**src/rtl/nand_seq_pkg.sv**
```systemverilog
package nand_seq_pkg;

    localparam int ADDR_W    = 24;
    localparam int ROW_W     = ADDR_W - 9;
    localparam int PLANE_BIT = ADDR_W - 1;

    typedef enum logic {OP_ERASE = 1'b0, OP_COPY = 1'b1} op_e;

    typedef enum logic [2:0] {
        K_CMD  = 3'd0,
        K_ADDR = 3'd1,
        K_READ = 3'd2,
        K_WAIT = 3'd3,
        K_NOP  = 3'd4,
        K_END  = 3'd5
    } step_e;

    typedef enum logic [1:0] {
        RES_PASS    = 2'd0,
        RES_FAIL    = 2'd1,
        RES_PLANE   = 2'd2,
        RES_TIMEOUT = 2'd3
    } res_e;

    localparam logic [7:0] CMD_ERASE_SETUP = 8'h60;
    localparam logic [7:0] CMD_ERASE_GO    = 8'hD0;
    localparam logic [7:0] CMD_PAGE_LOAD   = 8'h00;
    localparam logic [7:0] CMD_COPY_DEST   = 8'h8A;
    localparam logic [7:0] CMD_PROG_GO     = 8'h10;
    localparam logic [7:0] CMD_STATUS      = 8'h70;

    // What the sequencer does at step idx of an operation.
    function automatic step_e step_kind(op_e op, logic [3:0] idx, logic row3, logic confirm);
        step_e k;
        k = K_END;
        if (op == OP_ERASE) begin
            case (idx)
                4'd0:       k = K_CMD;
                4'd1, 4'd2: k = K_ADDR;
                4'd3:       k = row3 ? K_ADDR : K_NOP;
                4'd4:       k = K_CMD;
                4'd5:       k = K_WAIT;
                4'd6:       k = K_CMD;
                4'd7:       k = K_READ;
                default:    k = K_END;
            endcase
        end else begin
            case (idx)
                4'd0:             k = K_CMD;
                4'd1, 4'd2, 4'd3: k = K_ADDR;
                4'd4:             k = K_WAIT;
                4'd5:             k = K_CMD;
                4'd6, 4'd7, 4'd8: k = K_ADDR;
                4'd9:             k = confirm ? K_CMD : K_NOP;
                4'd10:            k = K_WAIT;
                4'd11:            k = K_CMD;
                4'd12:            k = K_READ;
                default:          k = K_END;
            endcase
        end
        return k;
    endfunction

    // Byte driven at step idx. Rows are address bits [23:9], columns [7:0].
    function automatic logic [7:0] step_byte(op_e op, logic [3:0] idx,
                                             logic [7:0] src_col, logic [ROW_W-1:0] src_row,
                                             logic [7:0] dst_col, logic [ROW_W-1:0] dst_row);
        logic [7:0] b;
        b = 8'h00;
        if (op == OP_ERASE) begin
            case (idx)
                4'd0:    b = CMD_ERASE_SETUP;
                4'd1:    b = {src_row[7:5], 5'b00000};
                4'd2:    b = {1'b0, src_row[ROW_W-1:8]};
                4'd4:    b = CMD_ERASE_GO;
                4'd6:    b = CMD_STATUS;
                default: b = 8'h00;
            endcase
        end else begin
            case (idx)
                4'd0:    b = CMD_PAGE_LOAD;
                4'd1:    b = src_col;
                4'd2:    b = src_row[7:0];
                4'd3:    b = {1'b0, src_row[ROW_W-1:8]};
                4'd5:    b = CMD_COPY_DEST;
                4'd6:    b = dst_col;
                4'd7:    b = dst_row[7:0];
                4'd8:    b = {1'b0, dst_row[ROW_W-1:8]};
                4'd9:    b = CMD_PROG_GO;
                4'd11:   b = CMD_STATUS;
                default: b = 8'h00;
            endcase
        end
        return b;
    endfunction

endpackage

```
**src/rtl/nand_bus_phy.sv**
```systemverilog
module nand_bus_phy
    import nand_seq_pkg::*;
#(
    parameter int TW = 8
) (
    input  logic          clk,
    input  logic          rst_n,
    input  logic          start,
    input  step_e         kind,
    input  logic [7:0]    wbyte,
    input  logic [TW-1:0] low_w,
    input  logic [TW-1:0] high_w,
    input  logic [7:0]    dq_in,
    output logic          cle,
    output logic          ale,
    output logic          we_n,
    output logic          re_n,
    output logic [7:0]    dq_out,
    output logic          dq_oe,
    output logic          done,
    output logic [7:0]    rdata
);

    typedef enum logic [1:0] {P_IDLE, P_LOW, P_HIGH} ph_e;

    typedef struct packed {
        ph_e           ph;
        step_e         kind;
        logic [7:0]    byte_v;
        logic [TW-1:0] cnt;
        logic [7:0]    rdata;
    } phy_t;

    localparam logic [TW-1:0] ONE = TW'(1);

    phy_t q, d;
    logic [TW-1:0] low_eff, high_eff;

    assign low_eff  = (low_w  == '0) ? ONE : low_w;
    assign high_eff = (high_w == '0) ? ONE : high_w;

    always_comb begin
        d    = q;
        done = 1'b0;
        case (q.ph)
            P_IDLE: begin
                if (start) begin
                    d.ph     = P_LOW;
                    d.kind   = kind;
                    d.byte_v = wbyte;
                    d.cnt    = low_eff - ONE;
                end
            end
            P_LOW: begin
                if (q.cnt == '0) begin
                    d.ph  = P_HIGH;
                    d.cnt = high_eff - ONE;
                    if (q.kind == K_READ) d.rdata = dq_in;
                end else begin
                    d.cnt = q.cnt - ONE;
                end
            end
            P_HIGH: begin
                if (q.cnt == '0) begin
                    d.ph = P_IDLE;
                    done = 1'b1;
                end else begin
                    d.cnt = q.cnt - ONE;
                end
            end
            default: d.ph = P_IDLE;
        endcase
    end

    always_ff @(posedge clk or negedge rst_n) begin
        if (!rst_n) begin
            q <= '{ph: P_IDLE, kind: K_NOP, byte_v: 8'h00, cnt: '0, rdata: 8'h00};
        end else begin
            q <= d;
        end
    end

    assign cle    = (q.ph != P_IDLE) && (q.kind == K_CMD);
    assign ale    = (q.ph != P_IDLE) && (q.kind == K_ADDR);
    assign we_n   = !((q.ph == P_LOW) && (q.kind != K_READ));
    assign re_n   = !((q.ph == P_LOW) && (q.kind == K_READ));
    assign dq_oe  = (q.ph != P_IDLE) && (q.kind != K_READ);
    assign dq_out = q.byte_v;
    assign rdata  = q.rdata;

    assert_cle_ale_excl_R6: assert property (@(posedge clk) disable iff (!rst_n)
        !(cle && ale));

    assert_no_drive_on_read_R6: assert property (@(posedge clk) disable iff (!rst_n)
        !re_n |-> !dq_oe);

    assert_done_strobes_high_R7: assert property (@(posedge clk) disable iff (!rst_n)
        done |-> (we_n && re_n));

endmodule

```
**src/rtl/nand_busy_timer.sv**
```systemverilog
module nand_busy_timer #(
    parameter int CW    = 20,
    parameter int GUARD = 6
) (
    input  logic          clk,
    input  logic          rst_n,
    input  logic          start,
    input  logic          rb_n,
    input  logic [CW-1:0] limit,
    output logic          ok,
    output logic          expired
);

    localparam logic [CW-1:0] GUARD_C = CW'(GUARD);

    typedef struct packed {
        logic [1:0]    sync;
        logic          run;
        logic [CW-1:0] cnt;
    } tmr_t;

    tmr_t q, d;
    logic rb_s;

    assign rb_s    = q.sync[1];
    assign ok      = q.run && rb_s && (q.cnt >= GUARD_C);
    assign expired = q.run && !ok && (q.cnt >= limit);

    always_comb begin
        d      = q;
        d.sync = {q.sync[0], rb_n};
        if (start) begin
            d.run = 1'b1;
            d.cnt = '0;
        end else if (q.run) begin
            if (ok || expired) d.run = 1'b0;
            else               d.cnt = q.cnt + CW'(1);
        end
    end

    always_ff @(posedge clk or negedge rst_n) begin
        if (!rst_n) begin
            q <= '{sync: 2'b11, run: 1'b0, cnt: '0};
        end else begin
            q <= d;
        end
    end

    assert_wait_ends_R8: assert property (@(posedge clk) disable iff (!rst_n)
        (ok || expired) |=> !q.run || $past(start));

endmodule

```
**src/rtl/nand_seq_ctrl.sv**
```systemverilog
module nand_seq_ctrl
    import nand_seq_pkg::*;
#(
    parameter int TW    = 8,
    parameter int CW    = 20,
    parameter int GUARD = 6
) (
    input  logic          clk,
    input  logic          rst_n,
    input  logic          req_valid,
    output logic          req_ready,
    input  logic          req_op,
    input  logic [23:0]   req_src,
    input  logic [23:0]   req_dst,
    input  logic          req_confirm,
    input  logic          cfg_row3,
    input  logic [TW-1:0] cfg_strobe_low,
    input  logic [TW-1:0] cfg_strobe_high,
    input  logic [CW-1:0] cfg_busy_limit,
    output logic          done_valid,
    output logic [1:0]    done_code,
    output logic          nand_ce_n,
    output logic          nand_cle,
    output logic          nand_ale,
    output logic          nand_we_n,
    output logic          nand_re_n,
    output logic [7:0]    nand_dq_out,
    output logic          nand_dq_oe,
    input  logic [7:0]    nand_dq_in,
    input  logic          nand_rb_n
);

    typedef enum logic [2:0] {S_IDLE, S_STEP, S_PHY, S_BUSY, S_REPORT} st_e;

    typedef struct packed {
        st_e               st;
        logic [3:0]        idx;
        op_e               op;
        logic [ADDR_W-1:0] src;
        logic [ADDR_W-1:0] dst;
        logic              row3;
        logic              confirm;
        logic              ce;
        res_e              res;
    } ctl_t;

    ctl_t q, d;

    step_e      cur_kind;
    logic [7:0] cur_byte;
    logic       phy_start, phy_done;
    logic [7:0] phy_rdata;
    logic       tmr_start, tmr_ok, tmr_expired;
    logic       plane_bad;
    logic       unused_bits;

    assign cur_kind = step_kind(q.op, q.idx, q.row3, q.confirm);
    assign cur_byte = step_byte(q.op, q.idx,
                                q.src[7:0], q.src[ADDR_W-1:9],
                                q.dst[7:0], q.dst[ADDR_W-1:9]);

    assign plane_bad = req_op && (req_src[PLANE_BIT] != req_dst[PLANE_BIT]);

    assign phy_start = (q.st == S_STEP) &&
                       ((cur_kind == K_CMD) || (cur_kind == K_ADDR) || (cur_kind == K_READ));
    assign tmr_start = (q.st == S_STEP) && (cur_kind == K_WAIT);

    // Half-page selector and upper status bits have no role in these operations.
    assign unused_bits = ^{q.src[8], q.dst[8], phy_rdata[7:1]};

    always_comb begin
        d = q;
        case (q.st)
            S_IDLE: begin
                if (req_valid) begin
                    d.op      = op_e'(req_op);
                    d.src     = req_src;
                    d.dst     = req_dst;
                    d.row3    = cfg_row3;
                    d.confirm = req_confirm;
                    d.idx     = 4'd0;
                    if (plane_bad) begin
                        d.st  = S_REPORT;
                        d.res = RES_PLANE;
                    end else begin
                        d.st  = S_STEP;
                        d.ce  = 1'b1;
                        d.res = RES_PASS;
                    end
                end
            end
            S_STEP: begin
                case (cur_kind)
                    K_NOP:   d.idx = q.idx + 4'd1;
                    K_END:   d.st  = S_REPORT;
                    K_WAIT:  d.st  = S_BUSY;
                    default: d.st  = S_PHY;
                endcase
            end
            S_PHY: begin
                if (phy_done) begin
                    if (cur_kind == K_READ)
                        d.res = phy_rdata[0] ? RES_FAIL : RES_PASS;
                    d.idx = q.idx + 4'd1;
                    d.st  = S_STEP;
                end
            end
            S_BUSY: begin
                if (tmr_ok) begin
                    d.idx = q.idx + 4'd1;
                    d.st  = S_STEP;
                end else if (tmr_expired) begin
                    d.res = RES_TIMEOUT;
                    d.st  = S_REPORT;
                end
            end
            S_REPORT: begin
                d.st = S_IDLE;
                d.ce = 1'b0;
            end
            default: d.st = S_IDLE;
        endcase
    end

    always_ff @(posedge clk or negedge rst_n) begin
        if (!rst_n) begin
            q <= '{st: S_IDLE, idx: 4'd0, op: OP_ERASE, src: '0, dst: '0,
                   row3: 1'b0, confirm: 1'b0, ce: 1'b0, res: RES_PASS};
        end else begin
            q <= d;
        end
    end

    assign req_ready  = (q.st == S_IDLE);
    assign done_valid = (q.st == S_REPORT);
    assign done_code  = q.res;
    assign nand_ce_n  = !q.ce;

    nand_bus_phy #(.TW(TW)) u_phy (
        .clk    (clk),
        .rst_n  (rst_n),
        .start  (phy_start),
        .kind   (cur_kind),
        .wbyte  (cur_byte),
        .low_w  (cfg_strobe_low),
        .high_w (cfg_strobe_high),
        .dq_in  (nand_dq_in),
        .cle    (nand_cle),
        .ale    (nand_ale),
        .we_n   (nand_we_n),
        .re_n   (nand_re_n),
        .dq_out (nand_dq_out),
        .dq_oe  (nand_dq_oe),
        .done   (phy_done),
        .rdata  (phy_rdata)
    );

    nand_busy_timer #(.CW(CW), .GUARD(GUARD)) u_timer (
        .clk     (clk),
        .rst_n   (rst_n),
        .start   (tmr_start),
        .rb_n    (nand_rb_n),
        .limit   (cfg_busy_limit),
        .ok      (tmr_ok),
        .expired (tmr_expired)
    );

    assert_plane_reject_R4: assert property (@(posedge clk) disable iff (!rst_n)
        (req_valid && req_ready && plane_bad) |=> (done_valid && (done_code == 2'd2) && nand_ce_n));

    assert_closed_after_accept_R9: assert property (@(posedge clk) disable iff (!rst_n)
        (req_valid && req_ready) |=> !req_ready);

    assert_done_one_cycle_R9: assert property (@(posedge clk) disable iff (!rst_n)
        done_valid |=> (!done_valid && req_ready));

    assert_ce_on_strobe_R10: assert property (@(posedge clk) disable iff (!rst_n)
        (!nand_we_n || !nand_re_n) |-> !nand_ce_n);

    assert_timeout_code_R8: assert property (@(posedge clk) disable iff (!rst_n)
        (q.st == S_BUSY && !tmr_ok && tmr_expired) |=> (done_valid && done_code == 2'd3));

endmodule

```
**config.mk**
```make
export PLATFORM = sky130hd
export DESIGN_NAME = nand_seq_ctrl
export DESIGN_NICKNAME = d
export VERILOG_FILES = /design/src/rtl/nand_seq_pkg.sv /design/src/rtl/nand_bus_phy.sv /design/src/rtl/nand_busy_timer.sv /design/src/rtl/nand_seq_ctrl.sv
export SDC_FILE = /design/constraint.sdc
export NUM_CORES = 1
export LEC_CHECK = 0
export BUFFER_PORTS_ARGS = -buffer_cell sky130_fd_sc_hd__buf_2
export CAP_MARGIN = 20
export CORE_MARGIN = 2
export CORE_UTILIZATION = 30
export CTS_BUF_LIST = sky130_fd_sc_hd__clkbuf_8 sky130_fd_sc_hd__clkbuf_16
export CTS_CLUSTER_SIZE = 16
export DETAILED_ROUTE_END_ITERATION = 8
export GPL_ROUTABILITY_DRIVEN = 0
export PLACE_DENSITY = 0.47
export SYNTH_ARGS = -nofsm -noshare
export SYNTH_HDL_FRONTEND = slang
export SYNTH_SLANG_ARGS = --single-unit
```
**constraint.sdc**
```tcl
create_clock -name clk -period 5.6 [get_ports clk]
set_input_delay 0.56 -clock clk [delete_from_list [all_inputs] [get_ports clk]]
set_output_delay 0.56 -clock clk [all_outputs]
set_load 0.01 [all_outputs]
```
### Word-level counts from Yosys, hierarchy flattened

Cells that the tools add are included.

* reductions and logical operators: 48
* $add $sub $neg: 5
* shifts and indexed selects: 0
* eq/ne operators: 42
* multipliers: 0
* div/mod/pow operators: 0
* bitwise logic cells: 0
* $lt $le $gt $ge: 2
* multiplexer cells: 42

Operators with widths (count)
* case mux 8 bit (9 select lines): 1
* two-way mux 21 bit: 3
* two-way mux 61 bit: 1
* two-way mux 8 bit: 5
* case mux 8 bit (5 select lines): 1
* case mux 3 bit (5 select lines): 2
* logical NOT 8 bit: 3
* case mux 8 bit (3 select lines): 1
* subtractor 8 x 1 -> 8 bit (second input constant): 3
* adder 20 x 1 -> 20 bit (second input constant): 1
* == test 4 bit (second input constant): 5
* >= comparator 20 bit: 1
* >= comparator 20 x 3 -> 1 bit (second input constant): 1
* two-way mux 20 bit: 1
* two-way mux 3 bit: 6
* inequality test 2 bit (second input constant): 9
* == test 4 x 3 -> 1 bit (second input constant): 4
* case mux 4 bit (4 select lines): 1
* == test 3 x 2 -> 1 bit (second input constant): 5
* two-way mux 2 bit: 7
* logical AND 1 bit: 12
* case mux 2 bit (3 select lines): 2
* case mux 3 bit (4 select lines): 1
* AND reduction 3 bit: 4
* other kinds (31): 59

* memory bits (read-only): 0
* bits in writable memories: 0
* bits in latches: 0
* logic and storage cells: 156
* memories: 0
* output and inout port bits: 18
* flip-flop bits (word level): 106
* bits of input ports: 99

### Logic depth before layout (Yosys ltp)

Gate-level depths: netlist (run 1).

* word-level depth: 10
* gate-level depth with buffers: 10
* depth with buffers taken out: 10

### By module

Synthesis (run 1) repeated with hierarchy kept, for this count alone.

* cells, all modules: 738
* area, all modules: 7078.0 um^2

Modules (own cells, without submodules)
* nand_seq_ctrl: area each 3290.7 um^2, times used 1, cells each 317, sequential area each 1476.4 um^2
* nand_bus_phy: area each 1988.2 um^2, times used 1, cells each 206, sequential area each 726.9 um^2
* nand_busy_timer: area each 1799.2 um^2, times used 1, cells each 215, sequential area each 578.1 um^2

### Worst setup path after synthesis (run 1)

OpenSTA, ideal clock, no wires.

* path kind: input-to-reg
* start point: in cfg_busy_limit[0]
* end point: reg u_timer.q[11] (netlist bit)
* cell stages on the path: 8
* setup time: 0.078 ns
* arrival: 2.565 ns
* path slack: 2.958 ns
* data required time: 5.522 ns
* cells stage by stage: ha_1 nand2b_1 a2111o_1 a32oi_1 o211ai_1 buf_2 or4_1 a21oi_1

* cells in the longest elaborated chain, start to end: 5

RTL lines
* from (decl): RTL line nand_seq_ctrl.sv:19 `input logic [CW-1:0] cfg_busy_limit,`
* >= comparator 20 bit: RTL line nand_busy_timer.sv:27 `assign expired = q.run && !ok && (q.cnt >= limit);`
* logical AND 1 bit: RTL line nand_busy_timer.sv:27
* logical OR 1 bit: RTL line nand_busy_timer.sv:36 `if (ok || expired) d.run = 1'b0;`
* inequality test 2 bit (no line)
* AND reduction 2 bit (no line)
* to (signal assigned): RTL line nand_busy_timer.sv:43 `q <= '{sync: 2'b11, run: 1'b0, cnt: '0};`
* to (decl): RTL line nand_busy_timer.sv:22 `tmr_t q, d;`

No other way between the ends.
A chain may end at the register's enable or synchronous reset.

### Final worst setup path (run 1)

* start point: reg q[54] (netlist bit)
* end point: reg u_phy.q (netlist bit u_phy.dq_out[5])

* cells in the longest elaborated chain, start to end: 9
* elaborated cells on any way between the ends: 31
* classes of those cells: eq/ne: 14; mux: 6; reduce/logical: 11

RTL lines
* from (decl): RTL line nand_seq_ctrl.sv:47 `ctl_t q, d;`
* from (signal assigned): RTL line nand_seq_ctrl.sv:127 `q <= '{st: S_IDLE, idx: 4'd0, op: OP_ERASE, src: '0, dst: '0,`
* == test 4 bit, or another cell as far along: RTL line nand_seq_pkg.sv:48, nand_seq_pkg.sv:80
* OR reduction 6 bit (no line), or another cell as far along
* case mux 3 bit (5 select lines), on equally long branches: RTL line nand_seq_pkg.sv:48, nand_seq_pkg.sv:37
* two-way mux 3 bit: RTL line nand_seq_pkg.sv:36 `if (op == OP_ERASE) begin`
* == test 3 x 1 -> 1 bit / logical NOT 3 bit (equally long branches): RTL line nand_seq_ctrl.sv:65 `((cur_kind == K_CMD) || (cur_kind == K_ADDR) || (cur_kind == K_READ));`
* logical OR 1 bit (2 in series): RTL line nand_seq_ctrl.sv:65
* logical AND 1 bit: RTL line nand_seq_ctrl.sv:64 `assign phy_start = (q.st == S_STEP) &&`
* AND reduction 2 bit (no line)
* to (signal assigned): RTL line nand_bus_phy.sv:77 `q <= '{ph: P_IDLE, kind: K_NOP, byte_v: 8'h00, cnt: '0, rdata: 8'h00};`
* to (decl): RTL line nand_bus_phy.sv:36 `phy_t q, d;`

Several ways; a longest one is shown, not always the timed one.

==> results of run 1 <==
flip-flops by register name, summed over array words and instances (netlist names):
register      cells
u_timer.d         1
u_phy.rdata       1
q                57
u_timer.q        22
done_code         2
u_phy.dq_out      8
u_phy.q          13
area by class of cell:
type,count,share of cell area [%]
clock inverter,7,0.803
timing repair buffer,112,7.24
inverter,45,2.13
sequential,104,32.8
clock buffer,9,2.83
multi-input combinational,535,49.6
tap,285,4.49
antenna,2,0.0630
worst max-delay path by stage:
stage,startpoint,endpoint,slack [ns],cells past startpoint
after global routing,q[54]$_DFFE_PN0P_,u_phy.dq_out[5]$_DFFE_PN0P_,1.76,6
final,q[54]$_DFFE_PN0P_,u_phy.dq_out[5]$_DFFE_PN0P_,2.13,6
after CTS,q[54]$_DFFE_PN0P_,u_phy.dq_out[5]$_DFFE_PN0P_,2.07,6
after floorplan,cfg_busy_limit[0],u_timer.q[11]$_DFFE_PN0P_,2.96,8
after global placement,q[54]$_DFFE_PN0P_,u_phy.dq_out[3]$_DFFE_PN0P_,2.08,6
after detailed placement,q[54]$_DFFE_PN0P_,u_phy.dq_out[5]$_DFFE_PN0P_,2.08,6
critical path: stages (launching register included):
cell	delay, ns
dfrtp_1	0.43
ha_1	0.79
nor2_1	0.17
o311ai_2	0.75
nand3_1	0.29
nand3_1	0.51
mux2_2	0.40
kinds of logic after synthesis:
family	Yosys count	synth area share (%)
DFF	104	37.6
buffers and inverters	90	5.54
adders and majority gates	33	5.96
AOI/OAI and AO/OA	194	19.6
and+or+nand+nor	214	16.7
muxes	82	13.1
xor gates and xnor gates	12	1.52
through the flow:
stage,instance area [sq um],cells,setup slack (ns)
2_1_floorplan,6930,729,2.96
3_3_place_gp,7650,1081,2.08
3_5_place_dp,7650,1081,2.08
4_1_cts,7940,1097,2.07
5_1_grt,7940,1098,1.76
6_report,7950,1099,2.13
per-layer routing:
metal | vias up | GRT usage, % | wire, um
met5 | - | 0 | 21
met4 | 4 | 3.28 | 164
met3 | 14 | 4.00 | 1020
met2 | 118 | 25.4 | 8670
met1 | 2787 | 21.6 | 8970
li1 | 2891 | - | -
cell usage in the layout, fill, tap and decap left out, types with 4 or more instances in the layout:
cell       netlist  final
a211o_1          4      4
a21oi_1         50     50
a221oi_1         5      5
a22oi_1          8      8
a31oi_1          9      9
and2_1           6      6
and3_1           8      8
buf_2            7    106
buf_4           10      6
clkbuf_16        0      9
dfrtp_1        101    101
ha_1            33     33
inv_1           45     46
inv_6            0      4
mux2_2          69     69
mux2i_1         12     12
nand2_1         39     39
nand2b_1         5      5
nand3_1         23     23
nand4_1          9      9
nor2_1          38     37
nor2b_1          4      4
nor3_1          22     22
nor4_1          15     15
o211ai_1         6      6
o21ai_0         38     38
o21bai_1         6      6
o22a_1           4      4
o22ai_1          5      5
o31ai_1         14     14
or2_2            7      7
or3_1            7      7
or4_1           14     14
xnor2_1          8      8
xor2_1           4      4
power by group:
group	internal [mW]	switching, mW
combinational	0.923	1.14
clock	0.312	0.323
sequential	1.09	0.372
total	2.33	1.84
==> out/metrics.cfg, run 1 <==
[cts]
cts_tree = yes
clkTransAtPathRegs_ns = 0.08
cts_buffer_depth = 2
postCtsResizedCells = 0
clock_latency_ns = 0.36
numCtsBuffers = 9
cts_sinks = 104
root_buffer = clkbuf_16
cts_hold_buffers = 0
cts-htree-levels = 3
post_cts_buffers = 0

[route]
dr.pass1.iters = 5
drc_errors = 0
drtIter0Drc = 234
finalWirelength_um = 18800
wl_per_cell_um = 17.1
vias_per_cell = 5.29
num_vias = 5814
ant_nets = 0

[floorplanning]
die_x_um = 156
ios = 117
die_y_um = 156
die-area_sq_mm = 0.0243
start_util_pct = 30.6
std_cell_rows = 55
fp.coreArea_sq_mm = 0.0226

[final_layout]
nFillCells = 2358
drive_gt1_share_pct = 27.7
area_delta_synth_final_pct = 14.7
final_core_util_pct = 35.1
regArea_sq_mm = 0.00261
multi_input_area_sq_mm = 0.00395
nets = 939

[worst_setup_path]
crit_fanout = 24
critPathKind = reg -> reg
reg2regPathDepth = 6
end_kind = flop
rr_endpoint = u_phy.dq_out[5]$_DFFE_PN0P_
arrival_ns = 3.71
timing.rr.start = q[54]$_DFFE_PN0P_
cp.required_ns = 5.85
r2r_slack_ns = 2.13
startpoint_type = flop

[yosys]
synthFlopType = dfrtp_1
synthTopCellsByArea = dfrtp_1, mux2_2, ha_1, a21oi_1, o21ai_0
synth_edf_count = 0
synth_top_area_cell = dfrtp_1
synth_seq_cells = 104
netlist_area_sq_mm = 0.00693
yosys_warnings = 0
avgSynthCellArea_sq_um = 9.50
synth_top_area_share_pct = 36.5
syn_inst = 729
synth-seq-area-share_pct = 37.6
synthTopCellsByCount = dfrtp_1, mux2_2, a21oi_1
syn-num-nets = 861
synth_most_common_cell = dfrtp_1
async_flop_share_pct = 100
synth_cell_types = 78

[timing]
period_share_pct = 61.9
slew_headroom_pct = 38.6
worstMarginPinSlew_ns = 0.921
fin_skew_ns = 0.0103
slew_violations = 0
rsz0062_at_grt = false
max_freq_ghz = 0.289
setup_viol = 0
whs_ns = 0.295
final_hold_viol_count = 0
tns_ns = 0
fin_crit_ns = 3.47

[hold_path]
holdPathEnd = u_timer.d[22]$_DFF_PN1_
worstHoldPathCells = 1
hp-start = nand_rb_n
min_path_type = in -> reg

[place]
port_buffers = 107
dp_hpwl_um = 13700

[power_and_ir_drop]
cellPowerDensity_mw_per_mm2 = 524
vdd_drop_max_uv = 156
total_power_mw = 4.16
leakagePower_nw = 3.35

[global_routing]
grtUsageTotal_pct = 15.8
antenna_found_initial = 4
grt_pass1_vias = 5639
overflow = 0
grt_max_degree = 68
grt_pass1_wl_um = 30600

[outcome]
outcome = finished clean

[run]
max_cap_viol_count = 0

(Power assumes the default switching activity.)
==> run 2, diff against run 1 <==
--- a/config.mk
+++ b/config.mk
@@ -5,6 +5,7 @@
 export SDC_FILE = /design/constraint.sdc
 export NUM_CORES = 1
 export LEC_CHECK = 0
+export ABC_AREA = 1
 export BUFFER_PORTS_ARGS = -buffer_cell sky130_fd_sc_hd__buf_2
 export CAP_MARGIN = 20
 export CORE_MARGIN = 2
@@ -13,7 +14,7 @@
 export CTS_CLUSTER_SIZE = 16
 export DETAILED_ROUTE_END_ITERATION = 8
 export GPL_ROUTABILITY_DRIVEN = 0
-export PLACE_DENSITY = 0.47
+export PLACE_DENSITY = 0.49
 export SYNTH_ARGS = -nofsm -noshare
 export SYNTH_HDL_FRONTEND = slang
 export SYNTH_SLANG_ARGS = --single-unit
==> constraint.sdc (replaced) <==
create_clock -name clk -period 3.1 [get_ports clk]
set_input_delay 0.31 -clock clk [delete_from_list [all_inputs] [get_ports clk]]
set_output_delay 0.31 -clock clk [all_outputs]
set_load 0.01 [all_outputs]
==> out/metrics.cfg, run 2 <==
[worst_setup_path]
timing.rr.start = u_timer.q[15]$_DFFE_PN0P_
slowest_stage = dfrtp_1
cp_num_buf_inv = 2  ; +2
crit_fanout = 18  ; -25%
startpoint_type = flop
critPathKind = reg -> reg
crit_start = u_timer.q[15]$_DFFE_PN0P_
arrival_ns = 2.75  ; -0.96 ns
crit_family = simple AND/OR/NAND/NOR gates
cp_common_cell = nand3_1
slowest_delay_ns = 0.48  ; -0.31 ns
cp.required_ns = 3.33  ; -2.52 ns
end_kind = flop
path_cells = ha_1 > nand2_1 > inv_1 > nand3_1 > nand3_1 > a21oi_1 > nand4_1 > nor2_4 > nor2_8 > inv_2 > o21ai_1

[yosys]
synth_seq_cells = 104  ; unchanged
synth_top_area_cell = dfrtp_1
synthTopCellsByCount = nand2_1, inv_1, dfrtp_1
syn_inst = 1001  ; +37%
avgSynthCellArea_sq_um = 6.97  ; -27%
yosys_warnings = 0  ; unchanged
netlist_area_sq_mm = 0.00698  ; +0.70%
synth_top_area_share_pct = 36.2  ; -0.26 points
synthTopCellsByArea = dfrtp_1, nand2_1, inv_1, ha_1, nor2_1
synthFlopType = dfrtp_1
synth_edf_count = 0  ; unchanged
async_flop_share_pct = 100  ; unchanged
synth-seq-area-share_pct = 37.4  ; -0.26 points
synth_most_common_cell = nand2_1
synth_cell_types = 50  ; -36%
syn-num-nets = 1133  ; +32%

[global_routing]
grt_pass1_wl_um = 30900  ; +1.1%
grtUsageTotal_pct = 15.8  ; +0.030 points
grt_max_degree = 105  ; +54%
antenna_found_initial = 0  ; -4
overflow = 0  ; unchanged
grt_pass1_vias = 6153  ; +9.1%

[timing]
whs_ns = -0.0489  ; -0.344 ns
period_share_pct = 81.2  ; +19 points
final_hold_viol_count = 12  ; +12
worstMarginPinSlew_ns = 0.663  ; -0.258 ns
max_freq_ghz = 0.397  ; +38%
tns_ns = 0  ; unchanged
slew_headroom_pct = 55.8  ; +17 points
fin_skew_ns = 0.0136  ; +0.00333 ns
setup_viol = 0  ; unchanged
slew_violations = 0  ; unchanged
rsz0062_at_grt = false
fin_crit_ns = 2.52  ; -0.950 ns

[outcome]
outcome = finished with violations
failed_checks = negative hold slack

[cts]
root_buffer = clkbuf_16
cts-htree-levels = 3  ; unchanged
clock_latency_ns = 0.36  ; about the same
cts_hold_buffers = 0  ; unchanged
cts_sinks = 104  ; unchanged
post_cts_buffers = 0  ; unchanged
postCtsResizedCells = 0  ; unchanged
cts_buffer_depth = 2  ; unchanged
numCtsBuffers = 9  ; unchanged
cts_tree = yes
clkTransAtPathRegs_ns = 0.07  ; about the same

[route]
wl_per_cell_um = 13.5  ; -21%
ant_nets = 0  ; unchanged
finalWirelength_um = 18700  ; -0.96%
dr.pass1.iters = 5  ; unchanged
drtIter0Drc = 438  ; +87%
vias_per_cell = 4.67  ; -12%
drc_errors = 0  ; unchanged
num_vias = 6448  ; +11%

[power_and_ir_drop]
leakagePower_nw = 4.26  ; +27%
power_frac_seq_pct = 34.9  ; -0.2 points
clkPwrFrac_pct = 17.6  ; +2.4 points
swShare_pct = 46.7  ; +2.5 points
power.switching_mw = 3.01  ; +64%
internal_power_mw = 3.44  ; +48%
total_power_mw = 6.44  ; +55%
cellPowerDensity_mw_per_mm2 = 802  ; +53%
vdd_drop_max_uv = 306  ; +96%
p_comb_share_pct = 47.5  ; -2.1 points

[final_layout]
largest_reg_flops = 57  ; unchanged
final_cell_mix = nand2_1, inv_1, buf_2
reg_top3 = q (57), u_timer.q (22), u_phy.q (13)
area_delta_synth_final_pct = 15.1
regMostFlops = q
nets = 1224  ; +30%
final_common_cell = nand2_1
drive_gt1_share_pct = 14.9  ; -13 points
final_core_util_pct = 35.3  ; +0.25 points
diodes = 0  ; -2

[floorplanning]
die_x_um = 156  ; +0.34%
ios = 117  ; unchanged
std_cell_rows = 55  ; unchanged
die_y_um = 156  ; +0.34%
die-area_sq_mm = 0.0245  ; +0.68%
fp.coreArea_sq_mm = 0.0227  ; +0.30%
start_util_pct = 30.7  ; +0.12 points

[hold_path]
min_path_type = in -> async

[place]
dp_hpwl_um = 14100  ; +2.7%
port_buffers = 107  ; unchanged

[run]
max_cap_viol_count = 0  ; unchanged

run 2: power groups by stage:
stage	clock, mW	sequential, mW	combinational, mW
detailed placement	0	2.27	3.08
finish	1.14	2.25	3.06
CTS	1.18	2.25	3.10
global route	1.23	2.31	3.54
floorplan	0	2.13	2.35
global placement	0	2.27	3.06
run 2: final timing paths:
check                      depth (start not counted)  slack, ns                         to
max in group asynchronous                          2       2.58  u_timer.q[19]$_DFFE_PN0P_
max                                               11       0.58  u_timer.q[19]$_DFFE_PN0P_
min in group clk                                   1       0.08    u_timer.d[22]$_DFF_PN1_
min                                                2      -0.05   u_timer.q[9]$_DFFE_PN0P_
max reg2reg                                       11       0.58  u_timer.q[19]$_DFFE_PN0P_
min reg2reg                                        0       0.35    u_timer.q[22]$_DFF_PN1_
run 2: per-stage QoR:
step / hold slack, ns / instance area, sq um / cells / setup WS, ns
after floorplan: 0.0144 / 6980 / 1001 / 1.06
after detailed placement: 0.348 / 7740 / 1366 / 0.553
after global routing: 0.0558 / 8030 / 1382 / 0.349
after CTS: 0.0541 / 8030 / 1382 / 0.549
final: -0.0489 / 8030 / 1382 / 0.584
after global placement: 0.348 / 7740 / 1366 / 0.587
run 2: final cells by class:
cell class | instances | area, sq um
Inverter | 120 | 450
Sequential cell | 104 | 2610
Clock inverter | 7 | 60.1
Clock buffer | 9 | 225
Fill cell | 2512 | 14700
Timing Repair Buffer | 112 | 588
Multi-Input combinational cell | 745 | 3740
Tap cell | 285 | 357
run 2: kinds of logic after synthesis:
logic type,Yosys count,synth area share (%)
and+or+nand+nor,559,34.2
xor gates and xnor gates,22,2.76
buffers and inverters,152,9.13
DFF,104,37.4
AOI/OAI and AO/OA,131,10.6
adders and majority gates,33,5.92
run 2: metal layers:
metal	up-vias	part of all wire (%)	GRT usage (%)
met1	2930	50	23.0
met4	0	0.87	2.84
met5	-	0	0
li1	3378	-	-
met3	8	4.4	3.05
met2	132	45	24.6
==> run 3, diff against run 2 <==
--- a/config.mk
+++ b/config.mk
@@ -14,7 +14,7 @@
 export CTS_CLUSTER_SIZE = 16
 export DETAILED_ROUTE_END_ITERATION = 8
 export GPL_ROUTABILITY_DRIVEN = 0
-export PLACE_DENSITY = 0.49
+export PLACE_DENSITY = 0.47
 export SYNTH_ARGS = -nofsm -noshare
 export SYNTH_HDL_FRONTEND = slang
 export SYNTH_SLANG_ARGS = --single-unit
==> constraint.sdc (replaced) <==
create_clock -name clk -period 2.4 [get_ports clk]
set_input_delay 0.24 -clock clk [delete_from_list [all_inputs] [get_ports clk]]
set_output_delay 0.24 -clock clk [all_outputs]
set_load 0.01 [all_outputs]
==> out/metrics.cfg, run 3 (synthesized netlist as in run 2, its figures left out) <==
[power_and_ir_drop]
swShare_pct = 45.9  ; -0.77 points
leakagePower_nw = 4.40  ; +3.5%
internal_power_mw = 4.71  ; +37%
power.switching_mw = 4.00  ; +33%
cellPowerDensity_mw_per_mm2 = 1040  ; +30%
clkPwrFrac_pct = 18.5  ; +0.9 points
p_comb_share_pct = 48.6  ; +1.1 points
power_frac_seq_pct = 33.0  ; -1.9 points
vdd_drop_max_uv = 390  ; +28%

[final_layout]
drive_gt1_share_pct = 17.8  ; +2.9 points
area_delta_synth_final_pct = 19.6
final_cell_mix = nand2_1, inv_1, buf_2
nets = 1248  ; +2.0%
diodes = 0  ; unchanged
final_common_cell = nand2_1
regMostFlops = q
finalInstanceArea_sq_mm = 0.00835  ; +4.0%
largest_reg_flops = 57  ; unchanged
reg_top3 = q (57), u_timer.q (22), u_phy.q (13)

[global_routing]
grt_max_degree = 65  ; -38%
gr-usage-met2_pct = 25.8  ; +1.2 points
grt_use_met3_pct = 2.58  ; -0.47 points
grt_pass1_wl_um = 31300  ; +1.3%
antenna_found_initial = 0  ; unchanged
grt_pass1_vias = 6218  ; +1.1%
top_usage_layer = met2
use_met1_pct = 23.1  ; +0.053 points
grtUsageTotal_pct = 16.2  ; +0.36 points
overflow = 0  ; unchanged

[worst_setup_path]
crit_start = q[54]$_DFFE_PN0P_
crit_family = simple AND/OR/NAND/NOR gates
path_depth = 13  ; +2
timing.rr.start = q[54]$_DFFE_PN0P_
cp_num_buf_inv = 2  ; unchanged
slowest_delay_ns = 0.45  ; -0.03 ns
critPathKind = reg -> reg
arrival_ns = 2.49  ; -0.26 ns
slowest_stage = dfrtp_2
startpoint_type = flop
cp.required_ns = 2.69  ; -0.64 ns
cp_common_cell = nand2_1
crit_fanout = 6  ; -12
path_cells = inv_1 > ha_2 > nand3_1 > nand3_2 > nor2_1 > nand2_1 > nand2_1 > nand3_4 > nand3_2 > buf_4 > o21ai_0 > nand2_1 > nand2_1
end_kind = flop
reg2regPathDepth = 13  ; +2

[timing]
fin_crit_ns = 2.20  ; -0.314 ns
fin_skew_ns = 0.0126  ; -0.00101 ns
max_freq_ghz = 0.454  ; +14%
rsz0062_at_grt = false
slew_violations = 0  ; unchanged
slew_headroom_pct = 55.0  ; -0.80 points
final_hold_viol_count = 0  ; -12
tns_ns = 0  ; unchanged
worstMarginPinSlew_ns = 0.675  ; +0.0120 ns
setup_viol = 0  ; unchanged
period_share_pct = 91.7  ; +11 points

[cts]
clkTransAtPathRegs_ns = 0.09  ; +0.02 ns
cts_tree = yes
cts_buffer_depth = 2  ; unchanged
cts-htree-levels = 3  ; unchanged
cts_sinks = 104  ; unchanged
clock_latency_ns = 0.36  ; about the same
root_buffer = clkbuf_16
numCtsBuffers = 9  ; unchanged

[route]
wl_per_cell_um = 13.8  ; +2.4%
drc_errors = 0  ; unchanged
dr.pass1.iters = 5  ; unchanged
ant_nets = 0  ; unchanged
vias_per_cell = 4.61  ; -1.1%
drtIter0Drc = 338  ; -23%
num_vias = 6486  ; +0.59%
finalWirelength_um = 19500  ; +4.2%

[floorplanning]
die_x_um = 156  ; unchanged
die-area_sq_mm = 0.0245  ; unchanged
ios = 117  ; unchanged
start_util_pct = 30.7  ; unchanged
std_cell_rows = 55  ; unchanged
die_y_um = 156  ; unchanged
fp.coreArea_sq_mm = 0.0227  ; unchanged

[hold_path]
hp-start = req_dst[2]
worstHoldPathCells = 3
min_path_type = in -> reg

[run]
max_cap_viol_count = 0  ; unchanged

[outcome]
outcome = finished clean

[place]
placed_area_sq_mm = 0.00796  ; +2.8%
port_buffers = 107  ; unchanged
dp_hpwl_um = 14800  ; +5.4%

[run 3: cell count changes in the layout (fill, tap and decap cells not counted), sizes merged]
| cell | previous run | this run |
|---|---|---|
| inv | 124 | 122 |
| bufinv | 0 | 1 |
| buf | 112 | 134 |
| clkinvlp | 1 | 0 |
| dlygate4sd3 | 0 | 2 |
| clkinv | 2 | 4 |
[run 3: power by group through the flow]
stage / Clock, mW / Combinational [mW] / Sequential [mW]
after global routing: 1.71 / 4.84 / 2.96
after CTS: 1.66 / 4.23 / 2.87
after global placement: 0 / 4.19 / 2.90
after detailed placement: 0 / 4.21 / 2.90
final: 1.61 / 4.23 / 2.87
after floorplan: 0 / 3.04 / 2.75
[run 3: repair_timing]
| action | in CTS | in global routing |
|---|---|---|
| hold endpoints to repair | 44 | 0 |
| hold buffers | 2 | 0 |
| resized for setup | 0 | 18 |
| setup endpoints to repair | 0 | 51 |
| buffers inserted | 0 | 0 |
[run 3: per-stage QoR]
step	utilization (%)	power, mW	setup slack (ns)	hold WS (ns)	instances
floorplan	-	5.79	0.359	-0.0556	1001
finish	36.8	8.71	0.198	0.0597	1406
global placement	35.0	7.08	0.100	0.337	1388
global route	36.8	9.51	0.00776	0.0616	1406
detailed placement	35.0	7.12	0.0924	0.329	1388
CTS	36.5	8.76	0.0700	0.0533	1406
[run 3: layout make-up]
type / count / area (sq um)
sequential: 104 / 2610
clock buffer: 9 / 225
inverter: 120 / 453
tap: 285 / 357
timing repair buffer: 136 / 823
fill: 2536 / 14400
clock inverter: 7 / 92.6
multi-input combinational: 745 / 3790
[run 3: per-layer routing]
metal | share of wire [%] | vias to the layer above
li1 | - | 3418
met3 | 3.4 | 14
met5 | 0 | -
met2 | 45 | 101
met4 | 1.2 | 0
met1 | 50 | 2953
[run 3: final timing paths]
| path | to | slack, ns |
|---|---|---|
| setup / recovery | u_phy.q[12]$_DFFE_PN0P_ | 0.20 |
| hold / removal | q[7]$_DFFE_PN0P_ | 0.06 |
| setup reg to reg | u_phy.q[12]$_DFFE_PN0P_ | 0.20 |
| hold reg to reg | u_timer.q[22]$_DFF_PN1_ | 0.35 |
| max in group asynchronous | q[46]$_DFFE_PN0P_ | 1.22 |
| min in group asynchronous | u_timer.q[7]$_DFFE_PN0P_ | 0.47 |
[run 3: worst register-to-register path, cell delays in order, from the launching register on]
cell	delay [ns]
dfrtp_2	0.45
inv_1	0.13
ha_2	0.23
nand3_1	0.18
nand3_2	0.14
nor2_1	0.04
nand2_1	0.08
nand2_1	0.11
nand3_4	0.15
nand3_2	0.16
buf_4	0.20
o21ai_0	0.14
nand2_1	0.07
nand2_1	0.06
